### src/rtl/capPkg.sv
package capPkg;
  localparam int NumCh   = 4;
  localparam int NumPair = NumCh / 2;

  typedef struct packed {
    logic [NumCh-1:0]   load;   // register i takes countIn
    logic [NumPair-1:0] shift;  // partner p+2 takes old value of p
  } capStrobeT;
endpackage

### src/rtl/capCtrl.sv
module capCtrl
  import capPkg::*;
#(
  parameter int SyncStages = 2
) (
  input  logic             clk,
  input  logic             rstN,
  input  logic [NumCh-1:0] capPin,
  input  logic [NumCh-1:0] edgeSel,
  input  logic [NumPair-1:0] bufEn,
  input  logic [NumCh-1:0] flagRead,
  input  logic [NumCh-1:0] flagWrZero,
  output capStrobeT        strobe,
  output logic [NumCh-1:0] capFlag
);
  logic [SyncStages-1:0] syncQ [NumCh];
  logic [NumCh-1:0] synced, lastQ, riseEv, fallEv, selEv, trig, armed, clrTry;

  for (genvar ch = 0; ch < NumCh; ch++) begin : gSync
    always_ff @(posedge clk or negedge rstN) begin
      if (!rstN) syncQ[ch] <= '0;
      else       syncQ[ch] <= {syncQ[ch][SyncStages-2:0], capPin[ch]};
    end
    assign synced[ch] = syncQ[ch][SyncStages-1];
  end

  always_ff @(posedge clk or negedge rstN) begin
    if (!rstN) lastQ <= '0;
    else       lastQ <= synced;
  end

  assign riseEv = synced & ~lastQ;
  assign fallEv = ~synced & lastQ;

  always_comb begin
    for (int i = 0; i < NumCh; i++)
      selEv[i] = edgeSel[i] ? riseEv[i] : fallEv[i];
  end

  for (genvar p = 0; p < NumPair; p++) begin : gPair
    logic dualEdge;
    assign dualEdge     = bufEn[p] && (edgeSel[p] != edgeSel[p+NumPair]);
    assign trig[p]      = dualEdge ? (riseEv[p] | fallEv[p]) : selEv[p];
    assign trig[p+NumPair] = bufEn[p] ? 1'b0 : selEv[p+NumPair];

    // a chained partner never gains a flag from its own pin
    assert_partner_quiet_R8: assert property (@(posedge clk) disable iff (!rstN)
      (bufEn[p] && !capFlag[p+NumPair]) |=> !capFlag[p+NumPair]);
  end

  assign strobe.load  = trig;
  assign strobe.shift = bufEn & trig[NumPair-1:0];

  assign clrTry = flagWrZero & armed;

  always_ff @(posedge clk or negedge rstN) begin
    if (!rstN) begin
      capFlag <= '0;
      armed   <= '0;
    end else begin
      capFlag <= trig | (capFlag & ~clrTry);
      for (int i = 0; i < NumCh; i++) begin
        if (flagWrZero[i])                    armed[i] <= 1'b0;
        else if (flagRead[i] && capFlag[i])   armed[i] <= 1'b1;
      end
    end
  end

  for (genvar i = 0; i < NumCh; i++) begin : gFlagChk
    // a capture always leaves the flag set, even if a clear collides
    assert_flag_set_R2: assert property (@(posedge clk) disable iff (!rstN)
      strobe.load[i] |=> capFlag[i]);
    // a flag only falls after an armed write of zero
    assert_clear_armed_R9: assert property (@(posedge clk) disable iff (!rstN)
      $fell(capFlag[i]) |-> $past(flagWrZero[i] && armed[i]));
  end
endmodule

### src/rtl/capData.sv
module capData
  import capPkg::*;
#(
  parameter int CountW = 16
) (
  input  logic              clk,
  input  logic              rstN,
  input  logic [CountW-1:0] countIn,
  input  capStrobeT         strobe,
  output logic [CountW-1:0] capVal [NumCh]
);
  for (genvar i = 0; i < NumCh; i++) begin : gReg
    if (i < NumPair) begin : gPrimary
      always_ff @(posedge clk or negedge rstN) begin
        if (!rstN)               capVal[i] <= '0;
        else if (strobe.load[i]) capVal[i] <= countIn;
      end
    end else begin : gPartner
      always_ff @(posedge clk or negedge rstN) begin
        if (!rstN)                        capVal[i] <= '0;
        else if (strobe.load[i])          capVal[i] <= countIn;
        else if (strobe.shift[i-NumPair]) capVal[i] <= capVal[i-NumPair];
      end
    end

    // a load takes the count regardless of prior content
    assert_load_count_R4: assert property (@(posedge clk) disable iff (!rstN)
      strobe.load[i] |=> capVal[i] == $past(countIn));
  end

  for (genvar p = 0; p < NumPair; p++) begin : gShiftChk
    // the partner receives the primary's previous value
    assert_shift_chain_R5: assert property (@(posedge clk) disable iff (!rstN)
      strobe.shift[p] |=> capVal[p+NumPair] == $past(capVal[p]));
    // with no load or shift, the partner is held
    assert_hold_R3: assert property (@(posedge clk) disable iff (!rstN)
      (!strobe.load[p+NumPair] && !strobe.shift[p]) |=> $stable(capVal[p+NumPair]));
  end
endmodule

### src/rtl/quadCaptureUnit.sv
module quadCaptureUnit
  import capPkg::*;
#(
  parameter int CountW     = 16,
  parameter int SyncStages = 2
) (
  input  logic              clk,
  input  logic              rstN,
  input  logic [CountW-1:0] countIn,
  input  logic [3:0]        capPin,
  input  logic [3:0]        edgeSel,
  input  logic [1:0]        bufEn,
  input  logic [3:0]        flagRead,
  input  logic [3:0]        flagWrZero,
  output logic [CountW-1:0] capValA,
  output logic [CountW-1:0] capValB,
  output logic [CountW-1:0] capValC,
  output logic [CountW-1:0] capValD,
  output logic [3:0]        capFlag
);
  capStrobeT         strobe;
  logic [CountW-1:0] capVal [NumCh];

  capCtrl #(.SyncStages(SyncStages)) i_capCtrl (
    .clk(clk), .rstN(rstN), .capPin(capPin), .edgeSel(edgeSel),
    .bufEn(bufEn), .flagRead(flagRead), .flagWrZero(flagWrZero),
    .strobe(strobe), .capFlag(capFlag)
  );

  capData #(.CountW(CountW)) i_capData (
    .clk(clk), .rstN(rstN), .countIn(countIn), .strobe(strobe), .capVal(capVal)
  );

  assign capValA = capVal[0];
  assign capValB = capVal[1];
  assign capValC = capVal[2];
  assign capValD = capVal[3];
endmodule

### config.mk
export PLATFORM = sky130hd
export DESIGN_NAME = quadCaptureUnit
export DESIGN_NICKNAME = d
export VERILOG_FILES = /design/src/rtl/capPkg.sv /design/src/rtl/capCtrl.sv /design/src/rtl/capData.sv /design/src/rtl/quadCaptureUnit.sv
export SDC_FILE = /design/constraint.sdc
export NUM_CORES = 1
export LEC_CHECK = 0
export ABC_AREA = 1
export BUFFER_PORTS_ARGS = -buffer_cell sky130_fd_sc_hd__buf_2
export CAP_MARGIN = 0
export CORE_MARGIN = 1.5
export CORE_UTILIZATION = 25
export DETAILED_ROUTE_END_ITERATION = 8
export GPL_TIMING_DRIVEN = 0
export PLACE_DENSITY = 0.41
export SYNTH_ARGS = -nofsm -noshare
export SYNTH_HDL_FRONTEND = slang
export SYNTH_SLANG_ARGS = --single-unit
### constraint.sdc
create_clock -name clk -period 1.57 [get_ports clk]
set_input_delay 0.0785 -clock clk [delete_from_list [all_inputs] [get_ports clk]]
set_output_delay 0.0785 -clock clk [all_outputs]
set_load 0.05 [all_outputs]
==> impl_metrics.toml <==
[worst_setup_path]
cp.arrival_ps = 1820
cp.required_ps = 1840
crit_path_max_fanout = 8
rr_worst_depth = 10
rr_endpoint = "i_capData.capVal[39]"
ff2ff_setup_slack_ps = 20
cp-end-kind = "flip-flop"
start_kind = "flip-flop"
rr_startpoint = "i_capCtrl.syncQ[5]"
critical_path_class = "flip-flop to flip-flop"

[pwr]
swShare = 0.4132
p_sw_w = 0.003404
power_frac_comb = 0.370
total_power_w = 0.008238
seqPwrFrac = 0.347
power.density_mw_per_mm2 = 1503
intPower_w = 0.004834
p_clk_frac = 0.283
p_leak_nw = 2.970
ir_drop_uv = 550.7

[final_layout]
post-route-util = 0.3633
drive_above_1_share = 0.3149
design_area_mm2 = 0.005482
fill_cells = 1642
layout.nets = 651
n_antenna_cell = 0
stdcell_count = 804
syn_to_final_growth_pct = 43.40

[sta]
drv_slew = 0
holdWs_ps = 10.59
finalHoldViolCount = 0
setup_violations = 0
rsz0062_at_grt = "true"
finalClockSkew_ps = 5.682
max_clock_freq_mhz = 645.8
period_needed_ps = 1548
tightest_slew_ps = 559.1
post-route-period-util = 0.9863
slew_headroom = 0.6273

[placement]
port-buffer-count = 103
place_area_mm2 = 0.004603
dp.cells = 758
dp_hpwl_um = 8276
routabilityCongestion = 0.7497

[drt]
wl_um = 11520
route.detailed.drc = 0
viasPerCell = 4.435
drtIter0Drc = 136
ant_nets = 0
wl_per_cell_um = 14.32
dr.pass1.iters = 4
vias = 3566

[floorplanning]
num_rows = 45
die_area_mm2 = 0.01604
die_width_um = 126.7
initial_utilization = 0.2533
core_mm2 = 0.01509
io_pins = 104
die_y_um = 126.7

[yosys]
synth-simple-area-share = 0.2939
synth_top_family_by_area = "simple AND/OR/NAND/NOR gates"
syn-num-nets = 506
synthCells = 466
ys_warn_count = 0
synth_seq_area_share = 0.5499
synthTopCellsByArea = "dfrtp_1 (55%), nand2_1 (18%), nand3_1 (8.9%)"
synthDominantCellAreaShare = 0.5499
synth.cell_area_mm2 = 0.003822
synth_xor_area_frac = 0
synth-compound-area-share = 0.05368
syn_avg_cell_area_um2 = 8.203
synthAdderAreaFrac = 0.01309
muxShareOfSynthArea = 0
ys_ff_latch = 84
synth_top_cell_by_area = "dfrtp_1"
ys_types = 20

[clock_tree]
cts.path.max_buffers = 2
cts.clk_slew.worst_paths_ps = 60
clock_latency_ps = 350
numCtsBuffers = 9
cts_root_buf = "clkbuf_16"
htree_levels = 3
cts_tree = "done"
clock-sinks = 84

[grt]
first_global_vias = 3515
grt_max_degree = 45
grt_first_pass_wirelength_um = 18060
antenna_found_initial = 0
track_usage = 0.1468
grt-ovfl-total = 0

[hold_path]
hold_end = "i_capData.capVal[60]"
hp-class = "input pin to flip-flop"
min_from = "countIn[12]"
hold_depth = 3

[run]
maxCapViolCount = 0

[run_status]
status = "finished, final reports clean"
[what timing repair did]
item,4_1_cts,5_1_grt
setup endpoints to repair,18,57
gates resized for setup,5,78
hold buffers,17,0
gates cloned,0,5
setup buffers,0,10
endpoints found under the hold margin,57,0
pin swaps,0,16
[layout by cell type (no fill, tap or decap), types with 12 or more instances in the layout]
cell           synthesis  final
nand2_2                3     22
buf_4                  5     12
nand2_1              180    155
o21ai_1               17     25
buf_2                  9    106
nand3_1               68     68
dlygate4sd3_1          0     17
inv_1                 46     45
dfrtp_1               84     84
clkbuf_16              0     13
[power groups by stage]
stage | Clock, W | Sequential (W) | Combinational, W
floorplan | 0 | 0.00422 | 0.000684
global placement | 0 | 0.00289 | 0.00278
detailed placement | 0 | 0.00291 | 0.00280
CTS | 0.00241 | 0.00287 | 0.00286
global route | 0.00247 | 0.00292 | 0.00328
finish | 0.00233 | 0.00286 | 0.00305
[synthesized netlist by cell type (all sizes together)]
master / count
buf: 20
clkinv: 2
a21o: 2
o21ai: 34
and2: 2
a21oi: 4
nand4: 2
inv: 47
nand2: 183
clkbuf: 2
nor2: 9
nand3: 71
dfrtp: 84
ha: 4
[per-stage QoR]
step	TNS [ps]	setup WS, ps
finish	0	21.55
detailed placement	-61.40	-17.87
global placement	-32950	-399.3
CTS	-28.46	-12.95
floorplan	0	125.8
global route	-2778	-80.86
[layout make-up]
type	count	area (um2)	share of cell area
Sequential cell	84	2102	0.3835
Multi-Input combinational cell	311	1534	0.2798
Timing Repair Buffer	136	905.9	0.1653
Clock buffer	12	246.5	0.04497
Tap cell	188	235.2	0.04291
Buffer	20	201.4	0.03675
Inverter	49	183.9	0.03355
Clock inverter	4	72.57	0.01324
[critical path, stage by stage, from the launching register on]
cell and delay (ps):
dfrtp_1 390, inv_1 60, ha_2 150, inv_1 30, nor2_1 90, nor2_1 50
nand2_1 110, and2_4 290, clkbuf_16 200, nand2_2 40, o21ai_1 60
[worst max path at each step]
| stage | from | to | cells after the start |
|---|---|---|---|
| 2_1_floorplan | i_capCtrl.syncQ[7] | i_capData.capVal[51] | 7 |
| 3_3_place_gp | rstN | i_capCtrl.armed[2] | 1 |
| 3_5_place_dp | i_capCtrl.syncQ[7] | i_capData.capVal[27] | 11 |
| 4_1_cts | i_capCtrl.syncQ[7] | i_capData.capVal[27] | 11 |
| 5_1_grt | i_capCtrl.syncQ[5] | i_capData.capVal[39] | 10 |
| 6_report | i_capCtrl.syncQ[5] | i_capData.capVal[39] | 10 |
[registers in the layout, summed over array words and instances, names as in the netlist]
register and count:
i_capData.capVal 64, i_capCtrl.lastQ 4, i_capCtrl.syncQ 8, i_capCtrl.capFlag 4, i_capCtrl.armed 4
[cells by family after synthesis]
family	after synthesis
buf+inv	71
fa+ha+maj	4
simple gates	267
compound gates	40
flops	84
[per-layer routing]
metal	wire length, um	up-vias	GRT usage
met5	0	-	0
met2	5448	85	0.2382
met3	533	10	0.03796
met4	159	0	0.05214
li1	-	1758	-
met1	5374	1713	0.1903
Power figures use the tool's default switching activity.
